### src/rtl/pkt_parity_sync_enc.sv
module pkt_parity_sync_enc #(
  parameter logic [7:0] SYNC_BYTE  = 8'h47,
  parameter logic [7:0] CHK_OFFSET = 8'h67
) (
  input  logic       clk,
  input  logic       rst_n,
  input  logic       in_valid,
  output logic       in_ready,
  input  logic [7:0] in_data,
  input  logic       in_sop,
  output logic       out_valid,
  output logic [7:0] out_data,
  output logic       out_sop
);

  localparam int TAIL_LEN = 8;
  localparam int KW = $clog2(TAIL_LEN);

  logic          in_tail, started, head_pend;
  logic [KW-1:0] k;
  logic [7:0]    hist, sreg, chk, head;
  logic          u, y, cbit;

  function automatic logic [7:0] div_byte(input logic [7:0] st, input logic [7:0] d);
    logic [7:0] h;
    logic fb;
    h = st;
    for (int i = 7; i >= 0; i--) begin
      fb = d[i] ^ h[0] ^ h[4] ^ h[5] ^ h[7];
      h  = {h[6:0], fb};
    end
    return h;
  endfunction

  function automatic logic tail_in(input logic [7:0] hd, input logic [KW-1:0] kk);
    logic r;
    r = 1'b0;
    for (int d = 1; d <= 4; d++) begin
      if ((d == 1 || d == 2 || d == 4) && int'(kk) >= d)
        r = r ^ hd[7 - (int'(kk) - d)];
    end
    return r;
  endfunction

  assign in_ready = !in_tail;
  assign u    = tail_in(head, k);
  assign y    = u ^ hist[0] ^ hist[4] ^ hist[5] ^ hist[7];
  assign cbit = y ^ sreg[0] ^ sreg[4] ^ sreg[5] ^ sreg[7] ^ CHK_OFFSET[3'd7 - k];

  always_ff @(posedge clk) begin
    if (!rst_n) begin
      in_tail   <= 1'b0;
      started   <= 1'b0;
      head_pend <= 1'b0;
      k         <= '0;
      hist      <= '0;
      sreg      <= '0;
      chk       <= '0;
      head      <= '0;
      out_valid <= 1'b0;
      out_sop   <= 1'b0;
      out_data  <= '0;
    end else begin
      out_valid <= 1'b0;
      out_sop   <= 1'b0;
      if (in_tail) begin
        hist           <= {hist[6:0], y};
        sreg           <= {sreg[6:0], y};
        chk[3'd7 - k]  <= cbit;
        k              <= k + 1'b1;
        if (int'(k) == TAIL_LEN - 1) begin
          in_tail   <= 1'b0;
          hist      <= '0;
          out_valid <= 1'b1;
          out_sop   <= 1'b1;
          out_data  <= {chk[7:1], cbit};
        end
      end else if (in_valid) begin
        if (in_sop) begin
          head_pend <= 1'b1;
          if (started) begin
            in_tail <= 1'b1;
            k       <= '0;
            sreg    <= '0;
          end else begin
            started   <= 1'b1;
            hist      <= '0;
            out_valid <= 1'b1;
            out_sop   <= 1'b1;
            out_data  <= in_data;
          end
        end else begin
          out_valid <= 1'b1;
          out_data  <= in_data;
          hist      <= div_byte(hist, in_data);
          if (head_pend) begin
            head      <= in_data;
            head_pend <= 1'b0;
          end
        end
      end
    end
  end

endmodule

### config.mk
export PLATFORM = sky130hd
export DESIGN_NAME = pkt_parity_sync_enc
export DESIGN_NICKNAME = d
export VERILOG_FILES = /design/src/rtl/pkt_parity_sync_enc.sv
export SDC_FILE = /design/constraint.sdc
export NUM_CORES = 1
export LEC_CHECK = 0
export ABC_AREA = 1
export BUFFER_PORTS_ARGS = -buffer_cell sky130_fd_sc_hd__buf_4
export CORE_ASPECT_RATIO = 0.9
export CORE_MARGIN = 8
export CORE_UTILIZATION = 55
export CTS_CLUSTER_SIZE = 28
export DETAILED_ROUTE_END_ITERATION = 8
export GPL_TIMING_DRIVEN = 0
export PLACE_DENSITY = 0.74
export SYNTH_ARGS = -nofsm -noshare
export SYNTH_HDL_FRONTEND = slang
export SYNTH_SLANG_ARGS = --single-unit
### constraint.sdc
create_clock -name clk -period 6.7 [get_ports clk]
set_input_delay 2.01 -clock clk [delete_from_list [all_inputs] [get_ports clk]]
set_output_delay 2.01 -clock clk [all_outputs]
set_load 0.01 [all_outputs]
==> summary.md, run 1 <==
| Metric | Value |
|---|---|
| P_leak | 0.00143 uW |
| Slew Limit Headroom | 59.4% |
| Post-CTS Hold Fix Bufs | 0 |
| Kind of critical path | flop to output pin |
| Total power | 903 uW |
| Die area | 0.00766 mm^2 |
| CTS root buf | clkbuf_8 |
| HP Class | flop to flop |
| Most frequent cells in the layout | nand2_1 (99), dfxtp_1 (47), inv_1 (43), a21oi_1 (32), nand3_1 (31) |
| Final setup viols | 0 |
| MaxCap Viol Count | 0 |
| Main synth FF type | dfxtp_1 |
| HPWL after detailed placement | 5.37 mm |
| Post-synth EDFFs | 0 |
| Synth unique cells | 29 |
| Area taken by multi-input logic gates | 0.00162 mm^2 |
| Max incr delay on CP | 380 ps |
| DRC Markers | 0 |
| Total global-route track usage | 18.1% |
| Nature of the critical path endpoint | output pin |
| Congestion Overflow GR | 0 |
| Share of cells above drive strength 1 | 14.7% |
| Worst EP required | 4690 ps |
| FF+latch count, synth | 47 |
| WL final | 6.83 mm |
| Post-CTS resize count | 0 |
| Post-synthesis sequential area ratio | 33.5% |
| Top cell by count, worst path | clkbuf_1 |
| Synth async-reset ratio | 0% |
| Starting DRC count in detailed routing | 228 |
| Num CTS Buffers | 5 |
| Filler cell count | 450 |
| Worst Max-Slew Pin Slew | 607 ps |
| Power Density | 287 mW/mm^2 |
| Pre-CTS WS | 2910 ps |
| Clk buf depth | 2 |
| DR vias/cell | 5.47 |
| Min Tclk post-route | 3540 ps |
| Tcrit/Tclk final | 52.9% |
| FMAX | 0.282 GHz |
| Clk_lat worst skew | 310 ps |
| Most common cell after layout, fill and taps aside | nand2_1 |
| Initial core utilization | 57.4% |
| First-pass GRT wire length | 11.5 mm |
| Number of global-route vias before repair | 2522 |
| Final Hold Vio Count | 0 |
| Via Count | 2709 |
| Largest net degree at the start of global routing | 18 |
| Std cell rows | 24 |
| Layout area overhead | 12.1% |
| Skew final | 12.9 ps |
| Ant diodes | 0 |
| Initial antenna violation count | 0 |
| Antenna Violating Nets Remaining | 0 |
| Die width | 91.3 um |
| Post-Syn Instances | 400 |
| Postcts setup bufs | 0 |
| Finished layout cell area | 0.00315 mm^2 |
| Crit-path cells | clkbuf_1 > inv_1 > clkbuf_1 > buf_4 |
| Sink Count | 47 |
| Post-DP Area | 0.00306 mm^2 |
| Height of the die | 83.8 um |
| Yosys warning count | 0 |
| Clock slew at reported path FFs | 100 ps |
| Cell Area, Synth | 0.00281 mm^2 |
| I/O Pins | 23 |
| Drt pass-1 iters | 5 |
| RSZ-0062 raised after global routing | false |
| Core Area | 0.00489 mm^2 |
| WL per Instance | 13.8 um |
| Setup TNS | 0 ps |
| Fin worst setup slack | 3160 ps |
| TritonCTS clock tree | built |
| Critical Path AT | 1530 ps |
| Synthesized Nets | 422 |
| H-tree depth | 2 |
| Max Fanout on Critical Path | 10 |
| Syn Area/Cell | 7.03 um^2 |
| Status | complete, no violations |
| Slew Limit Fails | 0 |
| Hold Slack | 464 ps |
| Register area | 941 um^2 |
| # port buffers | 22 |
| Critical path startpoint category | flop |
| Peak VDD IR | 0.171 mV |
| GP Congestion | 0.873 |
| CP max-delay cell | clkbuf_1 |
| Nets | 451 |
[worst max-delay path, delay by kind of cell, from the launching register on]
kind	cells	cell delay, ps
buf+inv	4	900
flops	1	310
[path summary, 6_finish.rpt]
kind | startpoint | end | slack, ps | cells past startpoint
setup / recovery | in_tail$_SDFF_PN0_ | in_ready | 3160 | 4
hold / removal | sreg[3]$_SDFFE_PN0P_ | sreg[4]$_SDFFE_PN0P_ | 460 | 2
setup reg to reg | k[1]$_SDFFE_PN0P_ | out_data[0]$_SDFFE_PN0P_ | 3870 | 17
hold reg to reg | sreg[3]$_SDFFE_PN0P_ | sreg[4]$_SDFFE_PN0P_ | 460 | 2
[synthesized netlist by cell type (2+ instances only)]
| library cell | number | area (um^2) |
|---|---|---|
| a21oi_1 | 32 | 160 |
| a221oi_1 | 5 | 43.8 |
| a31oi_1 | 7 | 43.8 |
| buf_4 | 3 | 22.5 |
| clkbuf_1 | 12 | 45.0 |
| dfxtp_1 | 47 | 941 |
| ha_1 | 10 | 125 |
| inv_1 | 43 | 161 |
| inv_2 | 3 | 11.3 |
| nand2_1 | 99 | 372 |
| nand2_2 | 11 | 68.8 |
| nand3_1 | 31 | 155 |
| nand3_2 | 9 | 90.1 |
| nor2_1 | 23 | 86.3 |
| o211ai_1 | 10 | 75.1 |
| o21ai_0 | 20 | 100 |
| o21ai_1 | 5 | 25.0 |
| xnor2_1 | 11 | 96.3 |
| xnor2_2 | 2 | 32.5 |
| xor2_1 | 8 | 70.1 |
[flip-flops by register name (all words and copies together) (netlist names), 3 cells and up]
name and count:
head 8, k 3, chk 7, hist 8, sreg 8, out_data 8
[per-layer routing]
metal | wire [um] | vias to the layer above | GRT usage (%)
li1 | - | 1364 | -
met1 | 3180 | 1245 | 23.8
met2 | 2990 | 88 | 28.1
met3 | 511 | 12 | 4.32
met4 | 145 | 0 | 6.39
met5 | 0 | - | 0
[per-stage QoR]
step | cells | utilization [%]
2_1_floorplan | 400 | -
3_3_place_gp | 487 | 62.4
3_5_place_dp | 487 | 62.4
4_1_cts | 495 | 64.4
5_1_grt | 495 | 64.4
6_report | 495 | 64.4
[where the power goes]
group	total, uW	internal (uW)	switching, uW
clock	181	76.2	105
sequential	314	297	17.4
combinational	408	154	254
total	903	527	376
[area by class of cell]
type / count / share of cell area, %
plain buffers: 15 / 2.14
well taps: 65 / 2.58
clock buffers: 5 / 2.18
flip-flops and latches: 47 / 29.9
inverters: 47 / 5.64
repair buffers: 22 / 5.24
clock inverters: 3 / 0.794
multi-input cells: 291 / 51.5
[logic make-up (layout without fill, tap and decap cells)]
| kind of cell | after synthesis | in the layout | synth area share [%] |
|---|---|---|---|
| adders and majority gates | 10 | 10 | 4.45 |
| DFF | 47 | 47 | 33.5 |
| xor gates and xnor gates | 22 | 22 | 8.06 |
| buffers and inverters | 62 | 92 | 8.73 |
| and+or+nand+nor | 178 | 178 | 28.8 |
| AOI/OAI and AO/OA | 81 | 81 | 16.5 |
(Power assumes the default switching activity.)
==> run 2, diff against run 1 <==
--- a/config.mk
+++ b/config.mk
@@ -5,15 +5,15 @@
 export SDC_FILE = /design/constraint.sdc
 export NUM_CORES = 1
 export LEC_CHECK = 0
-export ABC_AREA = 1
+export ABC_AREA = 0
 export BUFFER_PORTS_ARGS = -buffer_cell sky130_fd_sc_hd__buf_4
 export CORE_ASPECT_RATIO = 0.9
 export CORE_MARGIN = 8
-export CORE_UTILIZATION = 55
+export CORE_UTILIZATION = 53
 export CTS_CLUSTER_SIZE = 28
 export DETAILED_ROUTE_END_ITERATION = 8
 export GPL_TIMING_DRIVEN = 0
-export PLACE_DENSITY = 0.74
+export PLACE_DENSITY = 0.75
 export SYNTH_ARGS = -nofsm -noshare
 export SYNTH_HDL_FRONTEND = slang
 export SYNTH_SLANG_ARGS = --single-unit
==> constraint.sdc (replaced) <==
create_clock -name clk -period 3.2 [get_ports clk]
set_input_delay 0.96 -clock clk [delete_from_list [all_inputs] [get_ports clk]]
set_output_delay 0.96 -clock clk [all_outputs]
set_load 0.01 [all_outputs]
==> run 2 against run 1 <==
Clock-buffer cell count unchanged; flip-flop and latch count unchanged; combinational power increased to 2.9 times the previous value; sequential share of layout area increased by 2.4 points; synthesized cell count decreased by 32%; die area decreased by 3.5%; largest power group unchanged; register-to-register slack got worse by 3800 ps.
==> summary.md, run 2 <==
| Metric | Value |
|---|---|
| Via Count | 2126 (was 2709) |
| Worst Max-Slew Pin Slew | 698 ps (was 607 ps) |
| Largest net degree at the start of global routing | 15 (was 18) |
| Nets | 322 (was 451) |
| Critical Path AT | 3230 ps (was 1530 ps) |
| Worst EP required | 3350 ps (was 4690 ps) |
| WL final | 6.18 mm (was 6.83 mm) |
| Nature of the critical path endpoint | flop (was output pin) |
| TritonCTS clock tree | built (unchanged) |
| P_leak | 0.00112 uW (was 0.00143 uW) |
| Comb power frac | 53.4% (was 45.2%) |
| Post-synth EDFFs | 0 (unchanged) |
| First-pass GRT wire length | 9.74 mm (was 11.5 mm) |
| MaxCap Viol Count | 0 (unchanged) |
| HP Class | flop to flop (unchanged) |
| Power Density | 762 mW/mm^2 (was 287 mW/mm^2) |
| Num CTS Buffers | 5 (unchanged) |
| Synthesized Nets | 295 (was 422) |
| Area leader, netlist | dfxtp_1 (unchanged) |
| Drt pass-1 iters | 5 (unchanged) |
| Core Area | 0.00477 mm^2 (was 0.00489 mm^2) |
| Congestion Overflow GR | 0 (unchanged) |
| Post-synthesis sequential area ratio | 36.3% (was 33.5%) |
| Yosys top cell area share | 36.3% (was 33.5%) |
| Most frequent cells in the layout | dfxtp_1 (45), nor2_1 (40), buf_4 (20), mux2i_1 (19), xnor2_1 (19) (was nand2_1 (99), dfxtp_1 (47), inv_1 (43), a21oi_1 (32), nand3_1 (31)) |
| Finished layout cell area | 0.00293 mm^2 (was 0.00315 mm^2) |
| Kind of critical path | flop to flop (was flop to output pin) |
| Die width | 89.7 um (was 91.3 um) |
| H-tree depth | 2 (unchanged) |
| WL per Instance | 16.9 um (was 13.8 um) |
| Die area | 0.00739 mm^2 (was 0.00766 mm^2) |
| # port buffers | 20 (was 22) |
| Final Hold Vio Count | 0 (unchanged) |
| DRC Markers | 0 (unchanged) |
| Syn Area/Cell | 9.50 um^2 (was 7.03 um^2) |
| Sink Count | 47 (unchanged) |
| Main synth FF type | dfxtp_1 (unchanged) |
| Flop pwr share | 31.2% (was 34.8%) |
| Count leader, synth | dfxtp_1 (was nand2_1) |
| Antenna Violating Nets Remaining | 0 (unchanged) |
| Total global-route track usage | 16.6% (was 18.1%) |
| Number of global-route vias before repair | 1916 (was 2522) |
| Post-CTS Hold Fix Bufs | 0 (unchanged) |
| FF+latch count, synth | 47 (unchanged) |
| Min Tclk post-route | 3080 ps |
| Synth async-reset ratio | 0% (unchanged) |
| Fin worst setup slack | 117 ps (was 3160 ps) |
| Synth unique cells | 40 (was 29) |
| Height of the die | 82.4 um (was 83.8 um) |
| DR vias/cell | 5.81 (was 5.47) |
| HPWL after detailed placement | 4.68 mm (was 5.37 mm) |
| Yosys warning count | 0 (unchanged) |
| I/O Pins | 23 (unchanged) |
| Initial antenna violation count | 0 (unchanged) |
| Ant diodes | 0 (unchanged) |
| Clock slew at reported path FFs | 80 ps (was 100 ps) |
| Slew Limit Headroom | 53.4% (was 59.4%) |
| Post-DP Area | 0.00283 mm^2 (was 0.00306 mm^2) |
| NetSw | 842 uW (was 376 uW) |
| Switch share | 37.7% (was 41.6%) |
| Final setup viols | 0 (unchanged) |
| Hold Slack | 487 ps (was 464 ps) |
| Initial core utilization | 54.3% (was 57.4%) |
| CTS root buf | clkbuf_8 (unchanged) |
| Pre-CTS WS | -186 ps (was 2910 ps) |
| Std cell rows | 24 (unchanged) |
| Post-Syn Instances | 273 (was 400) |
| Clk pwr share | 15.4% (was 20.0%) |
| FMAX | 0.324 GHz |
| Cell Area, Synth | 0.00259 mm^2 (was 0.00281 mm^2) |
| Share of cells above drive strength 1 | 14.0% (was 14.7%) |
| Clk buf depth | 2 (unchanged) |
| Layout area overhead | 12.9% (was 12.1%) |
| Peak VDD IR | 0.371 mV (was 0.171 mV) |
| Critical path startpoint category | flop (unchanged) |
| GP Congestion | 0.877 (was 0.873) |
| Skew final | 4.23 ps (was 12.9 ps) |
| Tcrit/Tclk final | 96.3% |
| Status | complete, no violations (unchanged) |
| RSZ-0062 raised after global routing | false (unchanged) |
| Starting DRC count in detailed routing | 157 (was 228) |
| Top cells by count, synth | dfxtp_1 (47), nor2_1 (40), mux2i_1 (19), xnor2_1 (19), clkbuf_1 (13) (was nand2_1 (99), dfxtp_1 (47), inv_1 (43)) |
| Max Fanout on Critical Path | 10 (unchanged) |
| Clk_lat worst skew | 300 ps (was 310 ps) |
| P_int | 1390 uW (was 527 uW) |
| Most common cell after layout, fill and taps aside | dfxtp_1 (was nand2_1) |
| Ranking of synthesized cells by area | dfxtp_1 (36%), mux2i_1 (7.3%), xnor2_1 (6.4%), nor2_1 (5.8%), xnor3_1 (5.2%) (was dfxtp_1 (33%), nand2_1 (13%), inv_1 (5.7%), a21oi_1 (5.7%), nand3_1 (5.5%)) |
| Slew Limit Fails | 0 (unchanged) |
| Postcts setup bufs | 0 (unchanged) |
## run 2: critical path: stages (launching register included)
cell and delay, ps:
dfxtp_2 440, clkbuf_4 250, inv_1 60, ha_2 370, mux4_2 490, or2_2 300
and4_1 220, or2_2 350, xnor2_4 310, a311oi_1 150
## run 2: per-stage QoR
| stage | instances | TNS (ps) | utilization, % | power, uW |
|---|---|---|---|---|
| 3_3_place_gp | 358 | -207 | 59.2 | 1830 |
| 4_1_cts | 366 | 0 | 61.2 | 2230 |
| 5_1_grt | 366 | 0 | 61.3 | 2370 |
| 2_1_floorplan | 273 | 0 | - | 1650 |
| 3_5_place_dp | 358 | -1120 | 59.2 | 1850 |
| 6_report | 366 | 0 | 61.3 | 2230 |
## run 2: metal layers
metal | vias up | wire (um) | global-route usage, %
met3 | 6 | 398 | 4.25
met5 | - | 0 | 0
met1 | 994 | 2860 | 20.7
li1 | 1035 | - | -
met2 | 91 | 2880 | 28.1
met4 | 0 | 42 | 4.55
## run 2: cell type report
| type | instances | area [um^2] |
|---|---|---|
| Buffer | 15 | 60.1 |
| Clock buffer | 5 | 68.8 |
| Clock inverter | 3 | 15.0 |
| Fill cell | 415 | 1850 |
| Inverter | 8 | 30.0 |
| Multi-Input combinational cell | 203 | 1580 |
| Sequential cell | 47 | 943 |
| Tap cell | 65 | 81.3 |
| Timing Repair Buffer | 20 | 150 |
## run 2: final timing paths
check | endpoint | slack (ps) | startpoint | depth (start not counted)
max | chk[1]$_SDFFE_PN0P_ | 120 | k[0]$_SDFFE_PN0P_ | 9
min | head_pend$_SDFFE_PN0P_ | 490 | head_pend$_SDFFE_PN0P_ | 2
max reg2reg | chk[1]$_SDFFE_PN0P_ | 120 | k[0]$_SDFFE_PN0P_ | 9
min reg2reg | head_pend$_SDFFE_PN0P_ | 490 | head_pend$_SDFFE_PN0P_ | 2
## run 2: cell families (layout without fill, tap and decap cells)
family	Yosys count	in the layout	share of synthesized area, %
AOI/OAI and AO/OA	62	62	16.4
xor gates and xnor gates	35	35	15.9
adders and majority gates	10	10	4.82
buffers and inverters	23	51	3.38
DFF	47	47	36.3
muxes	23	23	10.8
and+or+nand+nor	73	73	12.4
## run 2: timing repair
item,CTS,global route
pin swaps,0,1
endpoints found under the setup margin,8,5
gates resized for setup,3,2
hold endpoints to repair,0,0
## run 2: power groups by stage
| stage | clock [uW] | sequential, uW | combinational (uW) |
|---|---|---|---|
| 5_1_grt | 383 | 703 | 1280 |
| 4_1_cts | 354 | 694 | 1180 |
| 2_1_floorplan | 0 | 701 | 945 |
| 6_report | 344 | 695 | 1190 |
| 3_3_place_gp | 0 | 705 | 1120 |
| 3_5_place_dp | 0 | 707 | 1140 |
==> run 3, diff against run 2 <==
--- a/config.mk
+++ b/config.mk
@@ -5,15 +5,17 @@
 export SDC_FILE = /design/constraint.sdc
 export NUM_CORES = 1
 export LEC_CHECK = 0
-export ABC_AREA = 0
+export ABC_AREA = 1
 export BUFFER_PORTS_ARGS = -buffer_cell sky130_fd_sc_hd__buf_4
 export CORE_ASPECT_RATIO = 0.9
 export CORE_MARGIN = 8
-export CORE_UTILIZATION = 53
+export CORE_UTILIZATION = 54
 export CTS_CLUSTER_SIZE = 28
 export DETAILED_ROUTE_END_ITERATION = 8
 export GPL_TIMING_DRIVEN = 0
-export PLACE_DENSITY = 0.75
+export MAX_ROUTING_LAYER = met4
+export PLACE_DENSITY = 0.76
+export SETUP_SLACK_MARGIN = 0.2
 export SYNTH_ARGS = -nofsm -noshare
 export SYNTH_HDL_FRONTEND = slang
 export SYNTH_SLANG_ARGS = --single-unit
==> run 3 against run 2 <==
Final area is 8.0% higher; utilization up 0.34 points; worst hold slack got worse by 26 ps; via count grew 25%; final cell count grew 36%; clock power is 22% higher; sequential share of layout area decreased by 2.4 points; non-clock buffer count grew 2; power decreased by 14%; clock skew grew 6.3 ps; fmax up 18%; critical endpoint is now out_data[0]$_SDFFE_PN0P_.
==> summary.md, run 3 (synthesis results as in run 1) <==
| Metric | Value |
|---|---|
| Status | complete, no violations (unchanged) |
| Largest net degree at the start of global routing | 14 (was 15) |
| Postcts setup bufs | 0 (unchanged) |
| Setup TNS | 0 ps (unchanged) |
| GP Congestion | 0.899 (was 0.877) |
| Kind of critical path | flop to flop (unchanged) |
| TritonCTS clock tree | built (unchanged) |
| Post-CTS Hold Fix Bufs | 0 (unchanged) |
| Layout Cells excl Fill | 496 (was 366) |
| Tcrit/Tclk final | 81.4% (was 96.3%) |
| Fin worst setup slack | 595 ps (was 117 ps) |
| Clk buf depth | 2 (unchanged) |
| Clk_lat worst skew | 300 ps (about the same) |
| Slew Limit Fails | 0 (unchanged) |
| P_int | 1170 uW (was 1390 uW) |
| Initial core utilization | 54.8% (was 54.3%) |
| Die width | 92.0 um (was 89.7 um) |
| Clock slew at reported path FFs | 80 ps (about the same) |
| Nature of the critical path endpoint | flop (unchanged) |
| Flop pwr share | 33.9% (was 31.2%) |
| Final Hold Vio Count | 0 (unchanged) |
| I/O Pins | 23 (unchanged) |
| Total power | 1930 uW (was 2230 uW) |
| DRC Markers | 0 (unchanged) |
| FMAX | 0.384 GHz (was 0.324 GHz) |
| Min Tclk post-route | 2600 ps (was 3080 ps) |
| MaxCap Viol Count | 0 (unchanged) |
| Num CTS Buffers | 5 (unchanged) |
| Clk pwr share | 21.8% (was 15.4%) |
| Pre-CTS WS | 512 ps (was -186 ps) |
| Most common cell after layout, fill and taps aside | nand2_1 (was dfxtp_1) |
| Final setup viols | 0 (unchanged) |
| HPWL after detailed placement | 5.23 mm (was 4.68 mm) |
| Peak VDD IR | 0.424 mV (was 0.371 mV) |
| Die area | 0.00777 mm^2 (was 0.00739 mm^2) |
| Sink Count | 47 (unchanged) |
| Critical Path AT | 2780 ps (was 3230 ps) |
| Worst Max-Slew Pin Slew | 624 ps (was 698 ps) |
| Total global-route track usage | 18.2% (was 16.6%) |
| Core Area | 0.00513 mm^2 (was 0.00477 mm^2) |
| Skew final | 10.5 ps (was 4.23 ps) |
| Number of global-route vias before repair | 2511 (was 1916) |
| Antenna Violating Nets Remaining | 0 (unchanged) |
| DR vias/cell | 5.37 (was 5.81) |
| Congestion Overflow GR | 0 (unchanged) |
| # port buffers | 22 (was 20) |
| Nets | 451 (was 322) |
| Worst EP required | 3370 ps (was 3350 ps) |
| Initial antenna violation count | 0 (unchanged) |
| CP bufs+invs | 3 (was 2) |
| CTS root buf | clkbuf_8 (unchanged) |
| Slew Limit Headroom | 58.2% (was 53.4%) |
| Starting DRC count in detailed routing | 171 (was 157) |
| Switch share | 39.1% (was 37.7%) |
| Max Fanout on Critical Path | 9 (was 10) |
| Via Count | 2665 (was 2126) |
| Comb power frac | 44.3% (was 53.4%) |
| Most frequent cells in the layout | nand2_1 (99), dfxtp_1 (46), inv_1 (43), a21oi_1 (32), nand3_1 (31) (was dfxtp_1 (45), nor2_1 (40), buf_4 (20), mux2i_1 (19), xnor2_1 (19)) |
| WL per Instance | 13.5 um (was 16.9 um) |
| Post-CTS resize count | 0 (was 3) |
| CP max-delay cell | dfxtp_2 (was mux4_2) |
| Post-placement cell count | 489 (was 358) |
| RSZ-0062 raised after global routing | false (unchanged) |
| H-tree depth | 2 (unchanged) |
| Max incr delay on CP | 420 ps (was 490 ps) |
| WL final | 6.71 mm (was 6.18 mm) |
| Ant diodes | 0 (unchanged) |
| Share of cells above drive strength 1 | 14.5% (was 14.0%) |
| NetSw | 755 uW (was 842 uW) |
| Std cell rows | 25 (was 24) |
| Top delay family on crit path | simple AND/OR/NAND/NOR gates (unchanged) |
| Crit-path cells | inv_1 > ha_1 > inv_1 > o211ai_1 > nand2_1 > nand2_1 > a21o_1 > nand2_1 > nand2_1 > inv_1 > nand3_1 > nand2_1 > nand2_1 > nand3b_2 > nand3_1 > nand2_1 > a21oi_1 (was clkbuf_4 > inv_1 > ha_2 > mux4_2 > or2_2 > and4_1 > or2_2 > xnor2_4 > a311oi_1) |
| Drt pass-1 iters | 4 (was 5) |
| Critical path startpoint category | flop (unchanged) |
| Top cell by count, worst path | nand2_1 (was or2_2) |
| First-pass GRT wire length | 11.5 mm (was 9.74 mm) |
| Layout area overhead | 12.6% (was 12.9%) |
| P_leak | 0.00144 uW (was 0.00112 uW) |
| Height of the die | 84.4 um (was 82.4 um) |
| Power Density | 610 mW/mm^2 (was 762 mW/mm^2) |
| HP Class | flop to flop (unchanged) |
run 3: tightest hold or removal path, cell delays in order (launching register included):
cell,delay (ps)
dfxtp_1,320
nand2_1,50
a21oi_1,50
run 3: layout make-up:
cell class                      instances  area [um^2]
Clock buffer                            6         72.6
Buffer                                 15         67.6
Multi-Input combinational cell        291         1620
Sequential cell                        47          942
Fill cell                             504         1970
Clock inverter                          1         30.0
Tap cell                               67         83.8
Inverter                               47          178
Timing Repair Buffer                   22          165
run 3: worst paths after layout:
path                                      startpoint                  endpoint  slack (ps)  cells past startpoint
worst min register to register  sreg[6]$_SDFFE_PN0P_      sreg[7]$_SDFFE_PN0P_         460                      2
worst min-delay path            sreg[6]$_SDFFE_PN0P_      sreg[7]$_SDFFE_PN0P_         460                      2
worst max-delay path               k[1]$_SDFFE_PN0P_  out_data[0]$_SDFFE_PN0P_         600                     17
worst max register to register     k[1]$_SDFFE_PN0P_  out_data[0]$_SDFFE_PN0P_         600                     17
run 3: per-layer routing:
metal / track usage [%] / part of all wire [%] / vias up
li1: - / - / 1360
met1: 23.5 / 49 / 1220
met2: 28.1 / 44 / 77
met3: 3.65 / 6.4 / 8
met4: 4.97 / 0.82 / 0
met5: - / 0 / -
run 3: power by group through the flow:
stage / Combinational, uW / Sequential (uW) / Clock [uW]
floorplan: 680 / 664 / 0
global placement: 815 / 665 / 0
detailed placement: 847 / 667 / 0
CTS: 848 / 653 / 426
global route: 945 / 658 / 452
finish: 853 / 654 / 421
run 3: per-stage QoR:
stage	utilization [%]	instance area, um^2	hold slack [ps]
global placement	59.6	3060	444
floorplan	-	2810	436
detailed placement	59.6	3060	452
CTS	61.6	3160	465
global route	61.7	3160	483
finish	61.7	3160	460
